$ cat src/rtl/nirq_pkg.sv
package nirq_pkg;

    // Which status word a request lands in
    typedef enum logic {
        WSEL_DIRECT = 1'b0,
        WSEL_SHARED = 1'b1
    } word_sel_e;

    // Result of routing one slot/port pair
    typedef struct packed {
        logic      hit;
        word_sel_e sel;
        logic [7:0] bit_idx;
    } route_t;

    // Slot 0 takes the direct word one bit per port; slots 1.. take
    // consecutive lanes of lane_ports bits in the shared word.
    function automatic route_t route_req(
        input int unsigned slot,
        input int unsigned port,
        input int unsigned n_slots,
        input int unsigned word_w,
        input int unsigned lane_ports
    );
        route_t r;
        r.hit     = 1'b0;
        r.sel     = WSEL_DIRECT;
        r.bit_idx = '0;
        if (slot == 0) begin
            if (port < word_w) begin
                r.hit     = 1'b1;
                r.bit_idx = 8'(port);
            end
        end else if (slot < n_slots && port < lane_ports &&
                     ((slot - 1) * lane_ports + port) < word_w) begin
            r.hit     = 1'b1;
            r.sel     = WSEL_SHARED;
            r.bit_idx = 8'((slot - 1) * lane_ports + port);
        end
        return r;
    endfunction

endpackage

$ cat src/rtl/nirq_req_decode.sv
module nirq_req_decode
    import nirq_pkg::*;
#(
    parameter int WORD_W     = 16,
    parameter int N_SLOTS    = 5,
    parameter int LANE_PORTS = 4,
    parameter int SLOT_W     = 3,
    parameter int PORT_W     = 4
) (
    input  logic              vld,
    input  logic [SLOT_W-1:0] slot,
    input  logic [PORT_W-1:0] port,
    output logic [WORD_W-1:0] mask_dir,
    output logic [WORD_W-1:0] mask_shr
);

    route_t rt;

    always_comb begin
        rt = route_req(32'(slot), 32'(port), N_SLOTS, WORD_W, LANE_PORTS);
        mask_dir = '0;
        mask_shr = '0;
        if (vld && rt.hit) begin
            unique case (rt.sel)
                WSEL_DIRECT: mask_dir = WORD_W'(1) << rt.bit_idx;
                WSEL_SHARED: mask_shr = WORD_W'(1) << rt.bit_idx;
            endcase
        end
    end

endmodule

$ cat src/rtl/nirq_status_bank.sv
module nirq_status_bank #(
    parameter int WORD_W  = 16,
    parameter int N_WORDS = 2
) (
    input  logic                           clk,
    input  logic                           rst_n,
    input  logic [N_WORDS-1:0][WORD_W-1:0] rise_m,
    input  logic [N_WORDS-1:0][WORD_W-1:0] fall_m,
    output logic [N_WORDS-1:0][WORD_W-1:0] stat_q
);

    // Drop sets a bit to idle (1), raise forces it pending (0) and wins.
    for (genvar w = 0; w < N_WORDS; w++) begin : g_word
        always_ff @(posedge clk or negedge rst_n) begin
            if (!rst_n) begin
                stat_q[w] <= '1;
            end else begin
                stat_q[w] <= (stat_q[w] | fall_m[w]) & ~rise_m[w];
            end
        end
    end

endmodule

$ cat src/rtl/nirq_line_fsm.sv
module nirq_line_fsm #(
    parameter int WORD_W  = 16,
    parameter int N_WORDS = 2
) (
    input  logic                           clk,
    input  logic                           rst_n,
    input  logic [N_WORDS-1:0][WORD_W-1:0] stat,
    output logic                           irq
);

    typedef enum logic {
        LINE_QUIET  = 1'b0,
        LINE_RAISED = 1'b1
    } line_state_e;

    line_state_e state_q, state_d;
    logic        any_low;

    always_comb begin
        any_low = 1'b0;
        for (int w = 0; w < N_WORDS; w++) begin
            if (stat[w] != '1) any_low = 1'b1;
        end
    end

    // next state
    always_comb begin
        state_d = state_q;
        unique case (state_q)
            LINE_QUIET:  if (any_low)  state_d = LINE_RAISED;
            LINE_RAISED: if (!any_low) state_d = LINE_QUIET;
        endcase
    end

    // state register
    always_ff @(posedge clk or negedge rst_n) begin
        if (!rst_n) state_q <= LINE_QUIET;
        else        state_q <= state_d;
    end

    // output
    always_comb begin
        unique case (state_q)
            LINE_QUIET:  irq = 1'b0;
            LINE_RAISED: irq = 1'b1;
        endcase
    end

endmodule

$ cat src/rtl/nirq_readback.sv
module nirq_readback #(
    parameter int              WORD_W = 16,
    parameter int              ADDR_W = 8,
    parameter logic [ADDR_W-1:0] ADDR_DIR = 8'h20,
    parameter logic [ADDR_W-1:0] ADDR_SHR = 8'h22
) (
    input  logic [ADDR_W-1:0] addr,
    input  logic [WORD_W-1:0] word_dir,
    input  logic [WORD_W-1:0] word_shr,
    output logic [WORD_W-1:0] data
);

    always_comb begin
        if (addr == ADDR_DIR)      data = word_dir;
        else if (addr == ADDR_SHR) data = word_shr;
        else                       data = '0;
    end

endmodule

$ cat src/rtl/nirq_aggregator.sv
module nirq_aggregator #(
    parameter int              WORD_W      = 16,
    parameter int              N_SLOTS     = 5,
    parameter int              LANE_PORTS  = 4,
    parameter int              ADDR_W      = 8,
    parameter logic [ADDR_W-1:0] ADDR_DIR  = 8'h20,
    parameter logic [ADDR_W-1:0] ADDR_SHR  = 8'h22,
    localparam int             SLOT_W      = $clog2(N_SLOTS),
    localparam int             PORT_W      = $clog2(WORD_W)
) (
    input  logic              clk,
    input  logic              rst_n,
    input  logic              raise_vld,
    input  logic [SLOT_W-1:0] raise_slot,
    input  logic [PORT_W-1:0] raise_port,
    input  logic              drop_vld,
    input  logic [SLOT_W-1:0] drop_slot,
    input  logic [PORT_W-1:0] drop_port,
    input  logic [ADDR_W-1:0] rd_addr,
    output logic [WORD_W-1:0] rd_data,
    output logic              net_irq
);

    localparam int N_WORDS = 2;

    logic [WORD_W-1:0] rise_dir, rise_shr, fall_dir, fall_shr;
    logic [WORD_W-1:0] stat_dir, stat_shr;
    logic [N_WORDS-1:0][WORD_W-1:0] rise_m, fall_m, stat_q;

    nirq_req_decode #(
        .WORD_W(WORD_W), .N_SLOTS(N_SLOTS), .LANE_PORTS(LANE_PORTS),
        .SLOT_W(SLOT_W), .PORT_W(PORT_W)
    ) u_dec_raise (
        .vld(raise_vld), .slot(raise_slot), .port(raise_port),
        .mask_dir(rise_dir), .mask_shr(rise_shr)
    );

    nirq_req_decode #(
        .WORD_W(WORD_W), .N_SLOTS(N_SLOTS), .LANE_PORTS(LANE_PORTS),
        .SLOT_W(SLOT_W), .PORT_W(PORT_W)
    ) u_dec_drop (
        .vld(drop_vld), .slot(drop_slot), .port(drop_port),
        .mask_dir(fall_dir), .mask_shr(fall_shr)
    );

    assign rise_m[0] = rise_dir;
    assign rise_m[1] = rise_shr;
    assign fall_m[0] = fall_dir;
    assign fall_m[1] = fall_shr;

    nirq_status_bank #(.WORD_W(WORD_W), .N_WORDS(N_WORDS)) u_bank (
        .clk(clk), .rst_n(rst_n),
        .rise_m(rise_m), .fall_m(fall_m), .stat_q(stat_q)
    );

    assign stat_dir = stat_q[0];
    assign stat_shr = stat_q[1];

    nirq_line_fsm #(.WORD_W(WORD_W), .N_WORDS(N_WORDS)) u_line (
        .clk(clk), .rst_n(rst_n), .stat(stat_q), .irq(net_irq)
    );

    nirq_readback #(
        .WORD_W(WORD_W), .ADDR_W(ADDR_W),
        .ADDR_DIR(ADDR_DIR), .ADDR_SHR(ADDR_SHR)
    ) u_rd (
        .addr(rd_addr), .word_dir(stat_dir), .word_shr(stat_shr),
        .data(rd_data)
    );

endmodule

$ cat config.mk
export PLATFORM = sky130hd
export DESIGN_NAME = nirq_aggregator
export DESIGN_NICKNAME = d
export VERILOG_FILES = /design/src/rtl/nirq_pkg.sv /design/src/rtl/nirq_req_decode.sv /design/src/rtl/nirq_status_bank.sv /design/src/rtl/nirq_line_fsm.sv /design/src/rtl/nirq_readback.sv /design/src/rtl/nirq_aggregator.sv
export SDC_FILE = /design/constraint.sdc
export NUM_CORES = 1
export LEC_CHECK = 0
export BUFFER_PORTS_ARGS = -buffer_cell sky130_fd_sc_hd__buf_4
export CAP_MARGIN = 10
export CORE_MARGIN = 5
export CORE_UTILIZATION = 45
export CTS_CLUSTER_SIZE = 20
export DETAILED_ROUTE_END_ITERATION = 10
export PLACE_DENSITY = 0.66
export SKIP_LAST_GASP = 1
export SLEW_MARGIN = 5
export SYNTH_ARGS = -nofsm -noshare
export SYNTH_HDL_FRONTEND = slang
export SYNTH_SLANG_ARGS = --single-unit
$ cat constraint.sdc
create_clock -name clk -period 3.1 [get_ports clk]
set_input_delay 0 -clock clk [delete_from_list [all_inputs] [get_ports clk]]
set_output_delay 0 -clock clk [all_outputs]
set_load 0.01 [all_outputs]
* Yosys cells after proc, flatten, opt, wreduce, memory -nomap -nowiden
Index checks and enable logic that the tools add are counted.
** Storage, ports and cells
- Output and inout port bits :: 17
- Logic and storage cells :: 56
- Input port bits :: 26
- Register bits after elaboration :: 33
** Cells by class
- Bitwise gates (word level) :: 7
- Shift-type cells :: 2
- Equal/unequal tests :: 4
- Add/subtract/negate cells :: 4
- Magnitude comparators :: 6
- Reductions and logical operators :: 8
- Multiplexer cells :: 22
** Operators by type and width (number)
- $mux W16 :: 10
- $add A32 B4 Y32 :: 2
- $lt A32 B5 Y1 const B :: 2
- $and A16 B16 Y16 :: 2
- $ne A16 B16 Y1 const B :: 2
- $not A16 Y16 :: 2
- $or A16 B16 Y16 :: 2
- $shl A1 B8 Y16 const A :: 2
- $mux W10 :: 2
- $eq A8 B6 Y1 const B :: 2
- $mux W8 :: 2
- $lt A4 B3 Y1 const B :: 2
- $sub A3 B1 Y4 const B :: 2
- $mux W1 :: 7
- $logic_and A1 B1 Y1 :: 6
- $logic_not A3 Y1 :: 2
- $lt A3 B3 Y1 const B :: 2
- $pmux W1 S2 :: 1
- $not A1 Y1 :: 1

* Depth between registers and ports, before layout
- Word-level depth :: 11
- Mapped depth :: 12
- Mapped depth without buffers :: 12

* By module
From an unflattened synthesis, not the netlist that was laid out.
** Second synthesis, totals
- Cell total of the unflattened synthesis :: 282
- Area, all modules :: 2631.3 sq um
** By module, submodules not included
- nirq_status_bank :: instances 1, sequential area each 840.8 sq um, cells each 64, area each 1161.1 sq um
- nirq_req_decode :: instances 2, sequential area each 0.0 sq um, cells each 83, area each 508.0 sq um
- nirq_readback :: instances 1, sequential area each 0.0 sq um, cells each 40, area each 362.8 sq um
- nirq_line_fsm :: instances 1, sequential area each 25.0 sq um, cells each 12, area each 91.3 sq um

* Worst setup path before layout
No wires, ideal clock.
- Path kind :: input -> register
- Start point :: input raise_slot[0]
- End point :: register u_bank.stat_q[19] (netlist bit)
- Cell stages on the path :: 10
- Setup slack :: 0.631 ns
- Required time :: 3.005 ns
- Library setup time :: 0.095 ns
- Buffers on the path :: 0
- Arrival time :: 2.374 ns
- Path through :: inv_1 ha_1 fa_1 nand3b_1 ha_1 nand4bb_1 nor4_1 nand4_2 nor4_4 a31oi_1
** Between the ends
- Word-level cells in the longest chain between the ends :: 11
- Elaborated cells between the ends (all ways) :: 17
- Classes of those cells :: add/sub (2); order compare (2); shift (1); mux (6); bitwise (2); reduce/logical (4)
** RTL lines
- start, declared :: RTL line nirq_aggregator.sv:14 : input logic [SLOT_W-1:0] raise_slot,
- $sub A3 B1 Y4 :: RTL line nirq_pkg.sv:35, nirq_pkg.sv:38
- $add A32 B4 Y32 :: RTL line nirq_pkg.sv:35 : ((slot - 1) * lane_ports + port) < word_w) begin
- $lt A32 B5 Y1 :: RTL line nirq_pkg.sv:35
- $logic_and A1 B1 Y1 :: RTL line nirq_pkg.sv:34 : end else if (slot < n_slots && port < lane_ports &&
- $mux W10 :: RTL line nirq_pkg.sv:34
- $mux W8 :: RTL line nirq_pkg.sv:29 : if (slot == 0) begin
- $shl A1 B8 Y16 :: RTL line nirq_req_decode.sv:26 : WSEL_SHARED: mask_shr = WORD_W'(1) << rt.bit_idx;
- $mux W16 :: RTL line nirq_req_decode.sv:24 : unique case (rt.sel)
- $mux W16 (*) :: RTL line nirq_req_decode.sv:23 : if (vld && rt.hit) begin
- $not A16 Y16 (*) :: RTL line nirq_status_bank.sv:18 : stat_q[w] <= (stat_q[w] | fall_m[w]) & ~rise_m[w];
- $and A16 B16 Y16 (*) :: RTL line nirq_status_bank.sv:18
- end signal, assigned by index :: RTL line nirq_status_bank.sv:18
- end, declared :: RTL line nirq_status_bank.sv:9 : output logic [N_WORDS-1:0][WORD_W-1:0] stat_q
Mark *: on every way between the ends. The rest lies on a longest branch, timed or not.

* Final worst setup path
- Start point :: input raise_slot[0]
- End point :: register u_bank.stat_q[27] (netlist bit)
The elaborated chain is that of the path after synthesis.

==> impl.org <==
** Run status
- The run finished with clean final reports.

** Route
- In this run the remaining antenna-violating nets after routing total 0.
- For this run, design rule violations remaining after detail routing come to 0.
- Iteration-0 DRC count of the detailed router :: 138
- The routed layout has approximately 2,300 vias.
- The first TritonRoute pass finished after 5 iterations.
- Dividing the detail-routed wire length by the instance count gives 18.1 um.
- Using the TritonRoute via totals, the vias-per-cell ratio works out to slightly below 6.
- Routed wire length :: a little over 7 mm

** Synth
- Area of the mapped netlist :: approximately 0.0025 sq mm
- Share of the synthesized area in the top cell type :: 33.7%
- Count of state elements after synthesis :: 33
- For this run, the number of Yosys warnings is 0.
- Mean area per synthesized cell :: a little over 9 sq um
- Ranked by instance count, the synthesized netlist is headed by 32 x sky130_fd_sc_hd__a21oi_1, 32 x sky130_fd_sc_hd__dfstp_2, 29 x sky130_fd_sc_hd__a31oi_1.
- Cells after Synth :: 269
- Seq/Total Area, Yosys :: about a third
- sky130_fd_sc_hd__dfstp_2 takes more of the synthesized area than any other cell.
- Main synth FF type :: sky130_fd_sc_hd__dfstp_2
- Leading cell types by total area after synthesis :: sky130_fd_sc_hd__dfstp_2 34%, sky130_fd_sc_hd__ha_1 10%, sky130_fd_sc_hd__a31oi_1 7.3%, sky130_fd_sc_hd__a21oi_1 6.4%, sky130_fd_sc_hd__mux2i_1 6.4%
- Mapped Nets :: roughly 320
- Post-synth EDFFs :: 0
- After synthesis, the netlist uses 44 different library cells.
- Proportion of synthesized flip-flops having asynchronous set or reset :: between 90% and 100%

** Power and ir drop
- The worst-case IR drop observed on VDD is between 0.0001 and 0.00015 V.
- Comb power frac :: 22.9%
- Switching power :: 0.338 mW
- Cell Pwr Density :: 368 mW/mm^2
- Per report_power, the clock group accounts for roughly a third of the total.
- The analysis attributes to cell leakage a power of about 1.3 nW.
- Internal Power :: 0.787 mW
- Of the total power, the share spent switching nets is between 30% and 40%.
- Overall power consumption :: 1.13 mW
- Per report_power, the sequential group accounts for a little under half of the total.

** Floorplan
- Measured along the y axis, the die boundary spans ~84 um.
- Cell Rows :: 27
- Once the floorplan was initialized, standard cells occupied between 40 and 50% of the core.
- Horizontal die dimension :: around 84 um
- Core region area :: 0.00544 sq mm
- Die area :: ~0.0071 sq mm
- IO Pins :: 43

** Setup path
- STA puts the critical path data required time at 3320 ps.
- In this run the critical register-to-register path is captured at u_bank.stat_q[27].
- Crit Path Max Fanout :: 5
- Setup slack of the most critical reg-to-reg path :: about 1700 ps
- Critical path data arrival time :: roughly 3100 ps
- First element of the critical path :: raise_slot[0]
- The most critical setup path has its endpoint at u_bank.stat_q[27].
- STA classifies the critical path startpoint as an input port.
- CP Class :: input port to flop
- Reg-to-reg critical path startpoint :: u_bank.stat_q[27]
- The worst register-to-register path has a depth of 3.
- Kind of end point of the critical path :: flop

** Clock network
- In this run, CTS created clock tree buffers numbering 5.
- Clock latency of the later-clocked register in the worst-skew pair :: 290 ps
- Cell chosen for the clock root :: sky130_fd_sc_hd__clkbuf_8
- Clock slew at the register clock pins of the worst setup and hold paths :: roughly 70 ps
- TritonCTS clock tree :: done
- Number of clock sinks seen by CTS :: 33
- The H-tree was split into 2 levels.
- Maximum buffer depth of the clock tree :: 2

** Finish
- The area growth from synthesis to layout is 22.5%.
- Once layout is complete, the utilization of the core stands at between 50 and 60%.
- Of the cells placed in the final design, the portion with a size suffix greater than 1 is a little under a third.
- Final standard cell count with taps included and fillers excluded :: about 390
- With fillers left out, the area of the finished cells amounts to between 0.003 and 0.004 sq mm.
- The repair_antennas step left the layout with diodes totalling 0.
- FILL cells :: 513
- Layout net count :: 366

** Global route
- Summed over all layers, the global routing overflow is 0.
- Antenna violations before repair :: 0
- In the global route stage, overall resource usage came out at roughly 20%.
- First-pass GRT wire length :: 11.3 mm
- Entering global routing, the biggest net connects 34 pins.
- The via count of the first global-routing pass is ~2,200.

** Placed design
- Cell count after placement :: around 380
- Number of buffer cells added on primary ports :: 42
- The congestion estimate from routability-driven global placement came to approximately 0.9.
- The placed instances occupy a cell area of approximately 0.0029 sq mm.
- Once detailed placement completed, the half-perimeter wirelength came to 5.53 mm.
- At the placement stage, the worst setup path has a slack of 249 ps.

** STA
- Setup total negative slack on the finished layout was measured at 0 ps.
- Final hold vios :: 0
- Once routing completed, OpenROAD measured the worst setup slack at between 150 and 200 ps.
- Static timing analysis puts the maximum clock frequency at around 0.34 GHz.
- After layout, the minimum clock period comes to 2910 ps.
- The max-slew violation count came to 0.
- The worst path uses a little over nine tenths of the clock period.
- On the final layout, the worst hold slack is 56.5 ps.
- The worst pin sits at a relative slew slack of roughly 45%.
- Setup violations remaining at the end of the flow were counted as 0.
- For the pin with the worst max-slew slack, the measured transition is roughly 820 ps.
- Unrepaired setup endpoints after global routing :: no
- Worst-case clock skew :: between 4 and 5 ps

** Worst hold path
- The tightest min-delay check is of the input port to flop type.
- Min-Delay Path Depth :: 3

** Flow run
- Maximum Capacitance Violations :: 0
-- layer usage --
layer | share of wire [%] | global-route usage [%] | vias to the layer above | wire (um)
met5 | 0 | 0 | - | 0
met4 | 1.8 | 5.76 | 0 | 129
met3 | 7.1 | 4.32 | 12 | 504
met2 | 47 | 32.2 | 93 | 3330
met1 | 44 | 26.7 | 1085 | 3110
li1 | - | - | 1107 | -
-- power groups by stage --
stage | Sequential [mW] | Clock, mW | Combinational (mW)
after floorplan | 0.502 | 0 | 0.169
after global placement | 0.515 | 0 | 0.243
after detailed placement | 0.515 | 0 | 0.247
after CTS | 0.508 | 0.360 | 0.254
after global routing | 0.513 | 0.378 | 0.286
final | 0.510 | 0.358 | 0.257
-- registers in the layout (all words and copies together), names as in the netlist --
register,count
u_bank.stat_q,32
u_line.state_q,1
-- placed cells by master, fill, tap and decap left out, types with 2 or more instances in the layout --
cell and instances:
sky130_fd_sc_hd__nor3_4 3, sky130_fd_sc_hd__dfstp_2 32, sky130_fd_sc_hd__nor3_1 7, sky130_fd_sc_hd__a41oi_1 3, sky130_fd_sc_hd__and3_1 4, sky130_fd_sc_hd__a21oi_1 32, sky130_fd_sc_hd__mux2i_1 16, sky130_fd_sc_hd__nor4b_2 2
sky130_fd_sc_hd__a31oi_1 29, sky130_fd_sc_hd__nand2_1 8, sky130_fd_sc_hd__nor2b_1 4, sky130_fd_sc_hd__xor2_1 3, sky130_fd_sc_hd__nand2b_1 5, sky130_fd_sc_hd__clkbuf_8 7, sky130_fd_sc_hd__and2_1 2, sky130_fd_sc_hd__buf_4 46
sky130_fd_sc_hd__ha_1 20, sky130_fd_sc_hd__inv_1 14, sky130_fd_sc_hd__nand3b_1 5, sky130_fd_sc_hd__a21o_1 2, sky130_fd_sc_hd__nor2_1 28, sky130_fd_sc_hd__fa_1 2, sky130_fd_sc_hd__dlygate4sd3_1 5, sky130_fd_sc_hd__nand3_1 8
sky130_fd_sc_hd__nor4_1 4, sky130_fd_sc_hd__nand4_1 9
-- how the worst min path moves through the flow --
stage                        endpoint  slack [ps]          from
finish              u_bank.stat_q[15]          60  drop_port[0]
global route        u_bank.stat_q[15]          60  drop_port[0]
CTS                  u_bank.stat_q[7]          50  drop_port[0]
detailed placement     u_line.state_q         -40         rst_n
global placement       u_line.state_q         -50         rst_n
floorplan              u_line.state_q        -300         rst_n
-- area by class of cell --
cell class | count | area (sq um) | area share (%)
clock buffers | 7 | 96.3 | 3.15
clock inverters | 1 | 5.00 | 0.164
inverters | 14 | 52.6 | 1.72
multi-input cells | 213 | 1560 | 50.8
flip-flops and latches | 33 | 866 | 28.3
well taps | 72 | 90.1 | 2.94
repair buffers | 51 | 395 | 12.9
-- worst max-delay path, stage by stage --
cell                            delay, ps
sky130_fd_sc_hd__buf_4                 90
sky130_fd_sc_hd__inv_1                 60
sky130_fd_sc_hd__ha_1                 330
sky130_fd_sc_hd__fa_1                 420
sky130_fd_sc_hd__nand3b_1             220
sky130_fd_sc_hd__ha_1                 310
sky130_fd_sc_hd__nand4bb_1             90
sky130_fd_sc_hd__nor4_1               370
sky130_fd_sc_hd__nand4_2              300
sky130_fd_sc_hd__nor3_4               250
sky130_fd_sc_hd__a31oi_1              110
sky130_fd_sc_hd__dlygate4sd3_1        560
-- kinds of logic after synthesis --
group	count (synthesis)	synth area share [%]
muxes	17	6.96
xor gates and xnor gates	4	1.95
AOI/OAI and AO/OA	72	17.7
DFF	33	34.7
adders and majority gates	22	11.6
buffers and inverters	23	3.56
and+or+nand+nor	98	23.5
-- timing repair --
| action | CTS | global route |
|---|---|---|
| hold buffers | 5 | 0 |
| endpoints found under the hold margin | 41 | 0 |
| buffers inserted | 0 | 2 |
| endpoints found under the setup margin | 0 | 1 |
| gates resized for setup | 0 | 2 |
Note: power is estimated with default switching activity, not from simulation.
